### src/rtl/adc_rd_pkg.sv
package adc_rd_pkg;
  localparam int SAMPLE_W    = 12;
  localparam int LEAD_ZEROS  = 2;
  // one ignored bit, the leading zeros, then the result
  localparam int FRAME_EDGES = 1 + LEAD_ZEROS + SAMPLE_W;
  localparam int EDGE_W      = $clog2(FRAME_EDGES + 1);

  typedef enum logic [1:0] {
    ST_IDLE,
    ST_LEAD,
    ST_HIGH,
    ST_LOW
  } seq_st_e;
endpackage

### src/rtl/adc_rd_sync.sv
module adc_rd_sync #(
  parameter int STAGES = 2
) (
  input  logic clk,
  input  logic rst_n,
  input  logic d_i,
  output logic q_o
);
  logic [STAGES-1:0] pipe_q;

  generate
    if (STAGES == 1) begin : g_one
      always_ff @(posedge clk or negedge rst_n) begin
        if (!rst_n) pipe_q <= '0;
        else        pipe_q <= d_i;
      end
    end else begin : g_many
      always_ff @(posedge clk or negedge rst_n) begin
        if (!rst_n) pipe_q <= '0;
        else        pipe_q <= {pipe_q[STAGES-2:0], d_i};
      end
    end
  endgenerate

  assign q_o = pipe_q[STAGES-1];
endmodule

### src/rtl/adc_rd_holdoff.sv
module adc_rd_holdoff #(
  parameter int W = 16
) (
  input  logic         clk,
  input  logic         rst_n,
  input  logic         load_i,
  input  logic [W-1:0] len_i,
  output logic         open_o
);
  logic [W-1:0] cnt_q, cnt_d;
  logic         cnt_en;

  always_comb begin
    cnt_d  = cnt_q;
    cnt_en = load_i || (cnt_q != '0);
    if (load_i)
      cnt_d = (len_i == '0) ? '0 : len_i - 1'b1;
    else if (cnt_q != '0)
      cnt_d = cnt_q - 1'b1;
  end

  always_ff @(posedge clk or negedge rst_n) begin
    if (!rst_n)      cnt_q <= '0;
    else if (cnt_en) cnt_q <= cnt_d;
  end

  assign open_o = (cnt_q == '0);

  // a window longer than one cycle keeps the gate shut next cycle
  a_r9_window_closes: assert property (@(posedge clk) disable iff (!rst_n)
    (load_i && (len_i > W'(1))) |=> !open_o);
endmodule

### src/rtl/adc_rd_seq.sv
module adc_rd_seq
  import adc_rd_pkg::*;
#(
  parameter int DIV_W    = 8,
  parameter int MIN_HALF = 2
) (
  input  logic                clk,
  input  logic                rst_n,
  input  logic                go_i,
  input  logic [DIV_W-1:0]    half_i,
  input  logic                sdi_i,
  output logic                cs_n_o,
  output logic                sclk_o,
  output logic [SAMPLE_W-1:0] sample_o,
  output logic                valid_o,
  output logic                err_o,
  output logic                active_o,
  output logic                done_o
);
  localparam logic [EDGE_W-1:0] EDGES_LAST = EDGE_W'(FRAME_EDGES);
  localparam logic [EDGE_W-1:0] LEAD_HI    = EDGE_W'(LEAD_ZEROS);

  seq_st_e             st_q, st_d;
  logic [DIV_W-1:0]    ph_q, ph_d, half_q, half_d;
  logic [EDGE_W-1:0]   edges_q, edges_d;
  logic [SAMPLE_W-1:0] shift_q, shift_d, sample_q;
  logic                lead_bad_q, lead_bad_d;
  logic                cs_n_q, cs_n_d, sclk_q, sclk_d;
  logic                valid_q, err_q;
  logic                last_ph, pre_ph, capture, finish;

  always_comb begin
    st_d       = st_q;
    ph_d       = ph_q;
    half_d     = half_q;
    edges_d    = edges_q;
    shift_d    = shift_q;
    lead_bad_d = lead_bad_q;
    cs_n_d     = cs_n_q;
    sclk_d     = sclk_q;
    finish     = 1'b0;
    last_ph    = (ph_q == half_q - 1'b1);
    pre_ph     = (ph_q == half_q - DIV_W'(2));
    capture    = ((st_q == ST_LEAD) || (st_q == ST_LOW)) && pre_ph && (edges_q < EDGES_LAST);

    unique case (st_q)
      ST_IDLE: begin
        if (go_i) begin
          st_d       = ST_LEAD;
          ph_d       = '0;
          half_d     = half_i;
          edges_d    = '0;
          lead_bad_d = 1'b0;
          cs_n_d     = 1'b0;
          sclk_d     = 1'b0;
        end
      end
      ST_LEAD, ST_HIGH: begin
        if (last_ph) begin
          ph_d = '0;
          if (st_q == ST_LEAD) begin
            st_d    = ST_HIGH;
            sclk_d  = 1'b1;
            edges_d = edges_q + 1'b1;
          end else begin
            st_d   = ST_LOW;
            sclk_d = 1'b0;
          end
        end else begin
          ph_d = ph_q + 1'b1;
        end
      end
      ST_LOW: begin
        if (last_ph) begin
          ph_d = '0;
          if (edges_q == EDGES_LAST) begin
            st_d   = ST_IDLE;
            cs_n_d = 1'b1;
            finish = 1'b1;
          end else begin
            st_d    = ST_HIGH;
            sclk_d  = 1'b1;
            edges_d = edges_q + 1'b1;
          end
        end else begin
          ph_d = ph_q + 1'b1;
        end
      end
      default: st_d = ST_IDLE;
    endcase

    // bit number edges_q+1: first ignored, next LEAD_ZEROS checked, rest shifted
    if (capture) begin
      if ((edges_q != '0) && (edges_q <= LEAD_HI))
        lead_bad_d = lead_bad_q | sdi_i;
      else if (edges_q > LEAD_HI)
        shift_d = {shift_q[SAMPLE_W-2:0], sdi_i};
    end
  end

  always_ff @(posedge clk or negedge rst_n) begin
    if (!rst_n) begin
      st_q       <= ST_IDLE;
      ph_q       <= '0;
      half_q     <= DIV_W'(MIN_HALF);
      edges_q    <= '0;
      shift_q    <= '0;
      lead_bad_q <= 1'b0;
      cs_n_q     <= 1'b1;
      sclk_q     <= 1'b0;
      valid_q    <= 1'b0;
      sample_q   <= '0;
      err_q      <= 1'b0;
    end else begin
      st_q       <= st_d;
      ph_q       <= ph_d;
      half_q     <= half_d;
      edges_q    <= edges_d;
      shift_q    <= shift_d;
      lead_bad_q <= lead_bad_d;
      cs_n_q     <= cs_n_d;
      sclk_q     <= sclk_d;
      valid_q    <= finish;
      if (finish) begin
        sample_q <= shift_q;
        err_q    <= lead_bad_q;
      end
    end
  end

  assign cs_n_o   = cs_n_q;
  assign sclk_o   = sclk_q;
  assign sample_o = sample_q;
  assign valid_o  = valid_q;
  assign err_o    = err_q;
  assign active_o = (st_q != ST_IDLE);
  assign done_o   = finish;

  // serial clock idles low outside a frame
  a_r2_sclk_low_when_deselected: assert property (@(posedge clk) disable iff (!rst_n)
    cs_n_q |-> !sclk_q);
  // never more than the frame's rising edges
  a_r3_edge_bound: assert property (@(posedge clk) disable iff (!rst_n)
    edges_q <= EDGES_LAST);
  // the latched half period respects the floor
  a_r4_half_floor: assert property (@(posedge clk) disable iff (!rst_n)
    !cs_n_q |-> (half_q >= DIV_W'(MIN_HALF)));
  // strobe lasts one cycle and coincides with deselect
  a_r7_single_strobe: assert property (@(posedge clk) disable iff (!rst_n)
    valid_q |=> !valid_q);
  a_r7_strobe_at_deselect: assert property (@(posedge clk) disable iff (!rst_n)
    valid_q |-> $rose(cs_n_q));
endmodule

### src/rtl/adc_rd_ctrl.sv
module adc_rd_ctrl
  import adc_rd_pkg::*;
#(
  parameter int SYS_CLK_HZ  = 250_000_000,
  parameter int SCLK_MAX_HZ = 4_800_000,
  parameter int MAX_SPS     = 300_000,
  parameter int DIV_W       = 8,
  parameter int RATE_W      = 16,
  parameter int GAP_W       = 12,
  parameter int SYNC_STAGES = 2
) (
  input  logic                clk,
  input  logic                rst_n,
  input  logic                start_i,
  input  logic [DIV_W-1:0]    half_div_i,
  input  logic [RATE_W-1:0]   rate_i,
  input  logic [GAP_W-1:0]    gap_i,
  input  logic                sdi_i,
  output logic                cs_n_o,
  output logic                sclk_o,
  output logic [SAMPLE_W-1:0] sample_o,
  output logic                sample_vld_o,
  output logic                frame_err_o,
  output logic                busy_o
);
  localparam int HALF_RAW = (SYS_CLK_HZ + 2 * SCLK_MAX_HZ - 1) / (2 * SCLK_MAX_HZ);
  localparam int MIN_HALF = (HALF_RAW < 2) ? 2 : HALF_RAW;
  localparam int MIN_RATE = (SYS_CLK_HZ + MAX_SPS - 1) / MAX_SPS;

  logic [1:0]        rst_pipe_q;
  logic              rst_core_n;
  logic              sdi_sync, go, active, done, rate_open, gap_open;
  logic [DIV_W-1:0]  half_eff;
  logic [RATE_W-1:0] rate_eff;

  always_ff @(posedge clk or negedge rst_n) begin
    if (!rst_n) rst_pipe_q <= '0;
    else        rst_pipe_q <= {rst_pipe_q[0], 1'b1};
  end
  assign rst_core_n = rst_pipe_q[1];

  assign half_eff = (half_div_i < DIV_W'(MIN_HALF)) ? DIV_W'(MIN_HALF) : half_div_i;
  assign rate_eff = (rate_i < RATE_W'(MIN_RATE)) ? RATE_W'(MIN_RATE) : rate_i;
  assign busy_o   = active || !rate_open || !gap_open;
  assign go       = start_i && !busy_o;

  adc_rd_sync #(.STAGES(SYNC_STAGES)) u_sync (
    .clk(clk), .rst_n(rst_core_n), .d_i(sdi_i), .q_o(sdi_sync)
  );

  adc_rd_holdoff #(.W(RATE_W)) u_rate (
    .clk(clk), .rst_n(rst_core_n), .load_i(go), .len_i(rate_eff), .open_o(rate_open)
  );

  adc_rd_holdoff #(.W(GAP_W)) u_gap (
    .clk(clk), .rst_n(rst_core_n), .load_i(done), .len_i(gap_i), .open_o(gap_open)
  );

  adc_rd_seq #(.DIV_W(DIV_W), .MIN_HALF(MIN_HALF)) u_seq (
    .clk(clk), .rst_n(rst_core_n), .go_i(go), .half_i(half_eff), .sdi_i(sdi_sync),
    .cs_n_o(cs_n_o), .sclk_o(sclk_o), .sample_o(sample_o), .valid_o(sample_vld_o),
    .err_o(frame_err_o), .active_o(active), .done_o(done)
  );

  // a frame only begins from a non-busy state
  a_r8_start_only_when_free: assert property (@(posedge clk) disable iff (!rst_core_n)
    $fell(cs_n_o) |-> $past(!busy_o));
  // busy covers the whole selected interval
  a_r11_busy_while_selected: assert property (@(posedge clk) disable iff (!rst_core_n)
    !cs_n_o |-> busy_o);
endmodule

### config.mk
export PLATFORM = sky130hd
export DESIGN_NAME = adc_rd_ctrl
export DESIGN_NICKNAME = d
export VERILOG_FILES = /design/src/rtl/adc_rd_pkg.sv /design/src/rtl/adc_rd_sync.sv /design/src/rtl/adc_rd_holdoff.sv /design/src/rtl/adc_rd_seq.sv /design/src/rtl/adc_rd_ctrl.sv
export SDC_FILE = /design/constraint.sdc
export NUM_CORES = 1
export LEC_CHECK = 0
export BUFFER_PORTS_ARGS = -buffer_cell sky130_fd_sc_hd__buf_4
export CAP_MARGIN = 20
export CELL_PAD_IN_SITES_DETAIL_PLACEMENT = 0
export CELL_PAD_IN_SITES_GLOBAL_PLACEMENT = 1
export CORE_MARGIN = 5
export CORE_UTILIZATION = 46
export DETAILED_ROUTE_END_ITERATION = 7
export PLACE_DENSITY = 0.88
export SYNTH_ARGS = -nofsm -noshare
export SYNTH_HDL_FRONTEND = slang
export SYNTH_SLANG_ARGS = --single-unit
### constraint.sdc
create_clock -name clk -period 2.9 [get_ports clk]
set_input_delay 0.29 -clock clk [delete_from_list [all_inputs] [get_ports clk]]
set_output_delay 0.29 -clock clk [all_outputs]
set_load 0.01 [all_outputs]
==> out/metrics.csv, run 1 <==
stage,metric,value,unit
global_routing,grt_pass1_wl,17.55,mm
min_path,min_from,sdi_i,
cells_and_area,instances_no_fill,719,
cells_and_area,final_cell_mix,"dfrtp_1 (77), buf_4 (74), nand2_1 (45)",
detailed_routing,vias,3878,
global_routing,grtUsageTotal,16.46,%
die,die_area,12870,µm²
power,ir_drop,0.2062,mV
synth,synth_area_per_cell,9.730,µm²
cts,clock_latency,360,ps
cts,cts_max_level,3,
global_routing,use_met1,21.93,%
global_routing,grt_pass1_vias,3829,
placement,post-place-cells,696,
power,powerDensity,384.8,nW/µm²
timing,setup_ws,119.5,ps
synth,synth_top_cell_by_area,dfrtp_1,
synth,synth_top_area_share,39.64,%
die,initial_core_util,47.48,%
critical_path,r2r_cells,10,
power,leakagePower,2.541,nW
global_routing,grt-ovfl-total,0,
synth,syn_area,4923,µm²
min_path,hold_depth,1,
critical_path,start_kind,register,
timing,slew_viol_final,0,
timing,max_slew_margin,52.20,%
critical_path,cp_max_fo,6,
timing,period_minus_slack,2781,ps
placement,post_dp_cell_area,5535,µm²
critical_path,worstSetupPathType,register to register,
global_routing,antenna_found_initial,0,
detailed_routing,ant_nets,0,
synth,synth.area.top_cells,"dfrtp_1 (40%), mux2_2 (6.2%), xnor2_1 (4.4%)",
detailed_routing,drc,0,
timing,setup_viol,0,
detailed_routing,dr.pass1.iters,4,
placement,hpwlAfterDp,7.532,mm
die,die_w,113.5,µm
cts,root_buffer,clkbuf_8,
job,max_cap_viol_count,0,
critical_path,crit_arrival,3020,ps
timing,hold_ws,36.73,ps
cts,tritoncts,built,
detailed_routing,routedWlPerCell,14.15,µm
placement,port_buffers,56,
cells_and_area,antenna_cells,0,
detailed_routing,totalWireLength,10.17,mm
synth,ys_async_sr_fraction,100.0,%
synth,ys_seq_elements,83,
cells_and_area,final_common_cell,dfrtp_1,
cts,clockBufferDepth,2,
cells_and_area,finish.net_count,633,
min_path,min_path_type,primary input to register,
cts,cts_made_buffers,9,
global_routing,grt_util_met2,27.57,%
cts,cts.sink_count,83,
synth,synthCells,506,
global_routing,top_usage_layer,met2,
detailed_routing,via_per_inst,5.394,
critical_path,reg2reg_from,u_seq.half_q[1],
synth,synth_ff_type,dfrtp_1,
die,pin_count,57,
global_routing,grt_max_degree,82,
synth,yosys.cell_types.count,64,
die,core_area,10370,µm²
critical_path,crit_start,u_seq.half_q[1],
synth,yosysWarnings,0,
cells_and_area,design_area,5839,µm²
timing,final-hold-violation-count,0,
cells_and_area,syn2layout_area_growth,18.60,%
critical_path,cp-end-kind,register,
global_routing,grtUsageMet3,2.599,%
run_status,status,completed,
die,die_h,113.5,µm
placement,post-place-ws,-30.28,ps
critical_path,required,3140,ps
detailed_routing,dr.first_iter.drc_count,130,
timing,max_freq,359.6,MHz
timing,setup_tns,0,ps
synth,synth-edff-count,0,
timing,fin_crit_sh,95.88,%
cts,clkTransAtPathRegs,100,ps
placement,place.gp.congestion,0.8401,
power,p_total,2.247,mW
die,rows,37,
timing,max_slew.worst_pin.slew,714.3,ps
cells_and_area,final_util,56.31,%
synth,syn_nets,561,
synth,ys_seq_area_share,42.31,%
timing,finClkSkew,16.45,ps
cells_and_area,drive_gt1_share,25.39,%
## logic make-up (layout without fill, tap and decap cells)
family,Yosys count,in the layout,synth area share [%]
other cells,1,1,0.07617
flops,83,83,42.31
fa+ha+maj,15,15,3.812
compound gates,100,100,13.34
buf+inv,36,113,3.710
mux,36,36,8.005
xor+xnor,49,49,8.717
simple gates,186,186,20.03
## worst max-delay path, stage by stage (launching register included)
cell and delay, ps:
dfstp_2 540, inv_1 80, ha_1 310, xor2_1 140, nand3_1 110, nor4b_2 210, o21ai_1 90, or4_4 550
nor2b_4 160, buf_6 140, mux2_2 340
## cell usage after synthesis, drive strengths merged, types with 5 or more instances
cell type   n
o22ai       8
nor2       40
a21oi      19
nand3      16
o21ai      29
buf         7
ha         15
nor4        8
a211oi      5
xor2       24
nor3       26
mux2i       9
nor3b       5
xnor2      25
nor2b       8
dfrtp      78
dfstp       5
clkbuf     10
mux2       27
or4         8
nand2      45
inv        18
or3        13
o31ai       6
## per-layer routing
layer  vias to the layer above  wire length, µm
li1                       1958                -
met1                      1857             4687
met2                        59             5005
met3                         4              408
met4                         0               70
met5                         -                0
## flip-flops by register name (all words and copies together) (netlist names)
| signal | flops |
|---|---|
| rst_pipe_q | 2 |
| u_gap.cnt_q | 12 |
| u_rate.cnt_q | 16 |
| u_seq.cs_n_o | 1 |
| u_seq.edges_q | 4 |
| u_seq.err_o | 1 |
| u_seq.half_q | 8 |
| u_seq.lead_bad_q | 1 |
| u_seq.ph_q | 8 |
| u_seq.sample_o | 12 |
| u_seq.sclk_o | 1 |
| u_seq.shift_q | 12 |
| u_seq.st_q | 2 |
| u_seq.valid_o | 1 |
| u_sync.pipe_q | 2 |
## what timing repair did
action | 4_1_cts | 5_1_grt
setup endpoints to repair | 12 | 19
pin swaps | 0 | 2
buffers inserted | 0 | 4
gates cloned | 1 | 0
gates resized for setup | 4 | 7
hold endpoints to repair | 2 | 0
hold buffers | 1 | 0
## path summary, 6_finish.rpt
check / slack (ps) / to
hold / removal: 40 / u_sync.pipe_q[0]
min in group asynchronous: 250 / rst_pipe_q[1]
setup reg to reg: 120 / u_seq.shift_q[10]
hold reg to reg: 280 / u_rate.cnt_q[2]
max in group asynchronous: 1990 / u_seq.cs_n_o
setup / recovery: 120 / u_seq.shift_q[10]
## final cells by class
| type | instances | area, µm² |
|---|---|---|
| repair buffers | 79 | 635.6 |
| well taps | 136 | 170.2 |
| fillers | 956 | 4531 |
| multi-input cells | 387 | 2691 |
| clock buffers | 9 | 123.9 |
| inverters | 18 | 67.56 |
| clock inverters | 7 | 63.81 |
| flip-flops and latches | 83 | 2087 |
## power breakdown
| group | internal, mW | switching, mW | total, mW |
|---|---|---|---|
| combinational | 0.108 | 0.0918 | 0.200 |
| clock | 0.332 | 0.460 | 0.792 |
| sequential | 1.20 | 0.0536 | 1.26 |
| total | 1.64 | 0.605 | 2.25 |
No activity file was read; power rests on OpenSTA's default activity.
==> run 2, diff against run 1 <==
- CORE_MARGIN: 5 -> 3
- GPL_TIMING_DRIVEN: default -> 0
==> run 2 against run 1 <==
  * Clock-buffer cell count stayed put
  * Wire length increased by 4.0%
  * Core utilization up 1.2 points
  * Clock skew down 1.7 ps
  * Hold slack better by 94 ps
  * Largest power group unchanged
  * Highest routed layer unchanged
==> out/metrics.csv, run 2 (synthesis gave the netlist of run 1 again) <==
stage,metric,value,unit
timing,fin_crit_sh,98.02,%
cts,cts.sink_count,83,
die,pin_count,57,
detailed_routing,via_per_inst,5.414,
timing,finClkSkew,14.80,ps
die,rows,37,
cts,tritoncts,built,
cells_and_area,drive_gt1_share,26.26,%
cts,clock_latency,360,ps
cells_and_area,design_area,5963,µm²
cells_and_area,finish.net_count,644,
cts,root_buffer,clkbuf_8,
critical_path,crit_arrival,3100,ps
die,die_w,109.5,µm
job,max_cap_viol_count,0,
timing,max_freq,351.8,MHz
detailed_routing,ant_nets,0,
global_routing,grt-ovfl-total,0,
power,leakagePower,2.577,nW
cells_and_area,final_util,57.50,%
cells_and_area,regMostFlops,u_rate.cnt_q,
timing,slew_viol_final,0,
placement,post-place-cells,700,
min_path,min_path_type,primary input to register,
placement,hpwlAfterDp,7.758,mm
critical_path,cp_max_fo,5,
die,initial_core_util,47.48,%
timing,final-hold-violation-count,0,
timing,setup_viol,0,
placement,post_dp_cell_area,5550,µm²
die,die_area,11980,µm²
timing,rsz0062_at_grt,true,
power,powerDensity,378.9,nW/µm²
cts,cts_max_level,3,
cts,clockBufferDepth,2,
placement,port_buffers,56,
cells_and_area,final_cell_mix,"dfrtp_1 (77), buf_4 (67), nand2_1 (45)",
global_routing,grt_pass1_vias,3797,
die,die_h,109.5,µm
global_routing,grtUsageTotal,18.18,%
cells_and_area,antenna_cells,0,
detailed_routing,routedWlPerCell,14.49,µm
timing,hold_ws,131.0,ps
critical_path,r2r_cells,10,
cells_and_area,syn2layout_area_growth,21.12,%
cts,clkTransAtPathRegs,100,ps
critical_path,cp-end-kind,register,
global_routing,grt_max_degree,51,
power,p_total,2.260,mW
detailed_routing,dr.pass1.iters,4,
timing,max_slew_margin,58.71,%
placement,post-place-ws,-394.1,ps
detailed_routing,drc,0,
global_routing,antenna_found_initial,0,
run_status,status,completed,
timing,max_slew.worst_pin.slew,613.7,ps
cells_and_area,instances_no_fill,730,
timing,setup_tns,0,ps
die,core_area,10370,µm²
critical_path,required,3160,ps
detailed_routing,dr.first_iter.drc_count,164,
detailed_routing,totalWireLength,10.58,mm
critical_path,worstSetupPathType,register to register,
cells_and_area,final_common_cell,dfrtp_1,
timing,setup_ws,57.33,ps
min_path,hold_depth,3,
cts,cts_made_buffers,9,
detailed_routing,vias,3952,
global_routing,grt_pass1_wl,17.44,mm
power,ir_drop,0.2518,mV
placement,place.gp.congestion,0.8873,
timing,period_minus_slack,2843,ps
critical_path,start_kind,register,
cells_and_area,largest_reg_flops,16,
==> run 2: changes by cell type in the layout (fill, tap and decap cells not counted), moves of 2 or more <==
cell,before,now
buf_4,74,67
clkbuf_1,0,6
mux2_2,27,22
mux2_4,0,5
buf_2,0,3
clkbuf_2,0,3
buf_6,2,4
==> run 2: final timing paths <==
check	slack, ps	startpoint	to
min in group asynchronous	240	rst_n	rst_pipe_q[1]
max	60	u_seq.half_q[1]	u_seq.shift_q[5]
min reg2reg	290	rst_pipe_q[1]	u_rate.cnt_q[0]
max in group asynchronous	1970	rst_pipe_q[1]	u_seq.cs_n_o
max reg2reg	60	u_seq.half_q[1]	u_seq.shift_q[5]
min	130	half_div_i[6]	u_seq.half_q[6]
==> run 2: area by class of cell <==
class                      count  area (µm²)
buffer                        18       130.1
clock buffer                   9       123.9
clock inverter                 7       62.56
fill                         934        4407
inverter                      18       70.07
multi-input combinational    387        2739
sequential                    83        2087
tap                          136       170.2
timing repair buffer          72       580.6
==> run 2: critical path: stages, from the launching register on <==
cell	delay, ps
dfstp_2	580
inv_4	60
ha_4	250
xor2_1	140
nand3_1	100
nor4b_2	290
o21ai_1	100
or4_4	520
nor2b_4	190
clkbuf_16	170
mux2_2	330
==> run 2: what timing repair did <==
item | 4_1_cts | 5_1_grt
setup buffers | 5 | 6
endpoints found under the hold margin | 2 | 1
pin swaps | 3 | 5
cloned | 0 | 1
hold buffers | 1 | 1
endpoints found under the setup margin | 63 | 52
gates resized for setup | 9 | 20
==> run 2: routing by layer <==
metal	vias up	GRT usage (%)	routed length [µm]
li1	1974	-	-
met2	68	30.03	5157
met4	0	5.343	118
met1	1902	24.33	4975
met5	-	0	0
met3	8	3.464	330
==> run 2: where the power goes <==
part	internal [mW]	total [mW]	switching (mW)
clock network	0.331	0.801	0.470
registers	1.20	1.26	0.0585
logic	0.106	0.198	0.0919
total	1.64	2.26	0.621
==> run 3, diff against run 2 <==
- CORE_UTILIZATION: 46 -> 47
- SYNTH_HIERARCHICAL: default -> 1
==> run 3 against run 2 <==
  * Hold slack worse by 86 ps
  * Power is 69% higher
  * Final area is 3.8% higher
  * First-iteration DRC count is 48% higher
  * Highest routed layer unchanged
  * Cell count is 0.96% higher
==> out/metrics.csv, run 3 <==
stage,metric,value,unit
run_status,status,completed,
cells_and_area,final_cell_mix,"dfrtp_1 (77), buf_4 (66), nor2_1 (33)",
global_routing,grtUsageTotal,18.59,%
critical_path,worstSetupPathType,register to register,
synth,synth_ff_type,dfrtp_1,
cts,tritoncts,built,
placement,place.gp.congestion,0.8202,
cts,clkTransAtPathRegs,90,ps
timing,setup_ws,131.7,ps
timing,finClkSkew,18.77,ps
synth,synthCells,519,
placement,hpwlAfterDp,8.518,mm
placement,port_buffers,56,
detailed_routing,totalWireLength,11.38,mm
timing,final-hold-violation-count,0,
detailed_routing,via_per_inst,5.577,
synth,synth-edff-count,0,
cts,root_buffer,clkbuf_8,
timing,max_slew.worst_pin.slew,601.2,ps
global_routing,grt-ovfl-total,0,
die,die_w,111.7,µm
timing,setup_viol,0,
synth,synth_common_cells,"dfrtp_1 (78), nor2_1 (34), inv_1 (28), nand2_1 (28), xnor2_1 (26)",
cells_and_area,regMostFlops,u_rate/cnt_q,
power,pwr-share-clk,21.2,%
cells_and_area,drive_gt1_share,27.95,%
detailed_routing,routedWlPerCell,15.44,µm
timing,hold_ws,45.24,ps
critical_path,cp-end-kind,register,
cells_and_area,syn2layout_area_growth,17.82,%
die,rows,37,
power,p_int,2.366,mW
power,powerDensity,617.9,nW/µm²
critical_path,path_cells,or4_4 > nor4b_4 > nand2_4 > inv_1 > nand3b_1 > nor2_4 > nand2b_4 > nand2b_1 > or2_4 > a22o_1,
synth,synth_top_cell_by_area,dfrtp_1,
critical_path,start_kind,register,
power,switching_power,1.458,mW
power,pwr-share-seq,43.8,%
cts,clock_latency,360,ps
power,switching_share,38.13,%
synth,yosys.cell_types.count,75,
cells_and_area,antenna_cells,0,
min_path,min_path_type,primary input to register,
synth,synth.area.top_cells,"dfrtp_1 (37%), mux2_2 (5.1%), xnor2_1 (4.3%)",
timing,slew_viol_final,0,
global_routing,grt_pass1_vias,4169,
power,ir_drop,0.2925,mV
timing,period_minus_slack,2768,ps
cells_and_area,largest_reg_flops,16,
critical_path,worst-path-buf-inv,1,
global_routing,antenna_found_initial,0,
global_routing,grt_pass1_wl,19.60,mm
synth,ys_seq_elements,83,
synth,ys_async_sr_fraction,100.0,%
cts,cts.sink_count,83,
detailed_routing,ant_nets,0,
timing,max_freq,361.2,MHz
placement,post-place-ws,-619.5,ps
detailed_routing,drc,0,
synth,syn_area,5253,µm²
cells_and_area,final_util,58.37,%
timing,fin_crit_sh,95.46,%
detailed_routing,dr.pass1.iters,5,
die,die_h,111.7,µm
timing,max_slew_margin,59.55,%
critical_path,crit_arrival,3020,ps
power,combPwrFrac,35.0,%
cts,cts_max_level,3,
cells_and_area,design_area,6188,µm²
synth,synth_top_area_share,37.16,%
cells_and_area,instances_no_fill,737,
die,core_area,10600,µm²
cells_and_area,final_common_cell,dfrtp_1,
cts,clockBufferDepth,2,
placement,post-place-cells,712,
critical_path,required,3150,ps
placement,post_dp_cell_area,5874,µm²
global_routing,grt_max_degree,59,
cells_and_area,finish.net_count,653,
critical_path,critical-path-top-delay-family,simple AND/OR/NAND/NOR gates,
synth,synth_area_per_cell,10.12,µm²
die,pin_count,57,
power,leakagePower,2.686,nW
critical_path,slowest_delay,580,ps
job,max_cap_viol_count,0,
synth,syn_nets,576,
critical_path,slowest_stage,or4_4,
detailed_routing,dr.first_iter.drc_count,243,
critical_path,cp_max_fo,5,
detailed_routing,vias,4110,
synth,ys_seq_area_share,39.66,%
cts,cts_made_buffers,9,
die,initial_core_util,49.55,%
synth,synth.most_common_cell,dfrtp_1,
timing,rsz0062_at_grt,true,
synth,yosysWarnings,6,
die,die_area,12480,µm²
run 3: cells by family (layout without fill, tap and decap cells):
| family | after synthesis | count (layout) | share of synthesized area [%] |
|---|---|---|---|
| muxes | 43 | 43 | 9.719 |
| and+or+nand+nor | 181 | 181 | 20.84 |
| buffers and inverters | 53 | 135 | 4.597 |
| xor gates and xnor gates | 51 | 51 | 8.504 |
| DFF | 83 | 83 | 39.66 |
| other | 1 | 1 | 0.07139 |
| AOI/OAI and AO/OA | 90 | 90 | 12.55 |
| adders and majority gates | 17 | 17 | 4.049 |
run 3: final cells by class:
type	instances	area (µm²)
buffer	23	132.6
clock buffer	9	123.9
clock inverter	7	66.31
fill	926	4413
inverter	28	105.1
multi-input combinational	383	2970
sequential	83	2087
tap	136	170.2
timing repair buffer	68	533.0
run 3: final timing paths:
check | startpoint | endpoint | slack, ps | cells after the start
worst max register to register | u_rate/cnt_q[8] | u_seq/edges_q[0] | 130 | 10
min in group asynchronous | rst_pipe_q[1] | u_seq/sample_o[4] | 230 | 0
max in group asynchronous | rst_pipe_q[1] | u_seq/half_q[1] | 2030 | 1
worst min register to register | rst_pipe_q[1] | u_seq/sample_o[4] | 230 | 0
worst min-delay path | sdi_i | u_sync/pipe_q[0] | 50 | 1
worst max-delay path | u_rate/cnt_q[8] | u_seq/edges_q[0] | 130 | 10
run 3: routing by layer:
| metal | share of wire [%] | vias to the layer above | GRT usage, % |
|---|---|---|---|
| met5 | 0 | - | 0 |
| met4 | 1.3 | 0 | 5.191 |
| met3 | 3.2 | 14 | 3.207 |
| met2 | 51 | 92 | 32.21 |
| met1 | 45 | 1989 | 23.92 |
| li1 | - | 2015 | - |
run 3: what timing repair did:
item                                    in CTS  in global routing
buffers inserted                             3                  7
pin swaps                                    3                  5
endpoints found under the hold margin        2                  0
endpoints found under the setup margin      48                 45
gates resized for setup                      7                  7
hold buffers                                 1                  0
run 3: per-stage QoR:
stage               TNS, ps  total power, mW
finish                    0            3.824
global route         -55.83            4.114
CTS                       0            3.821
detailed placement   -13010            2.978
global placement     -41460            2.914
floorplan                 0            2.637
run 3: power groups by stage:
stage | Combinational [mW] | Sequential, mW | Clock, mW
6_report | 1.34 | 1.68 | 0.810
5_1_grt | 1.52 | 1.72 | 0.882
4_1_cts | 1.31 | 1.67 | 0.839
3_5_place_dp | 1.29 | 1.69 | 0
3_3_place_gp | 1.23 | 1.69 | 0
2_1_floorplan | 0.997 | 1.64 | 0
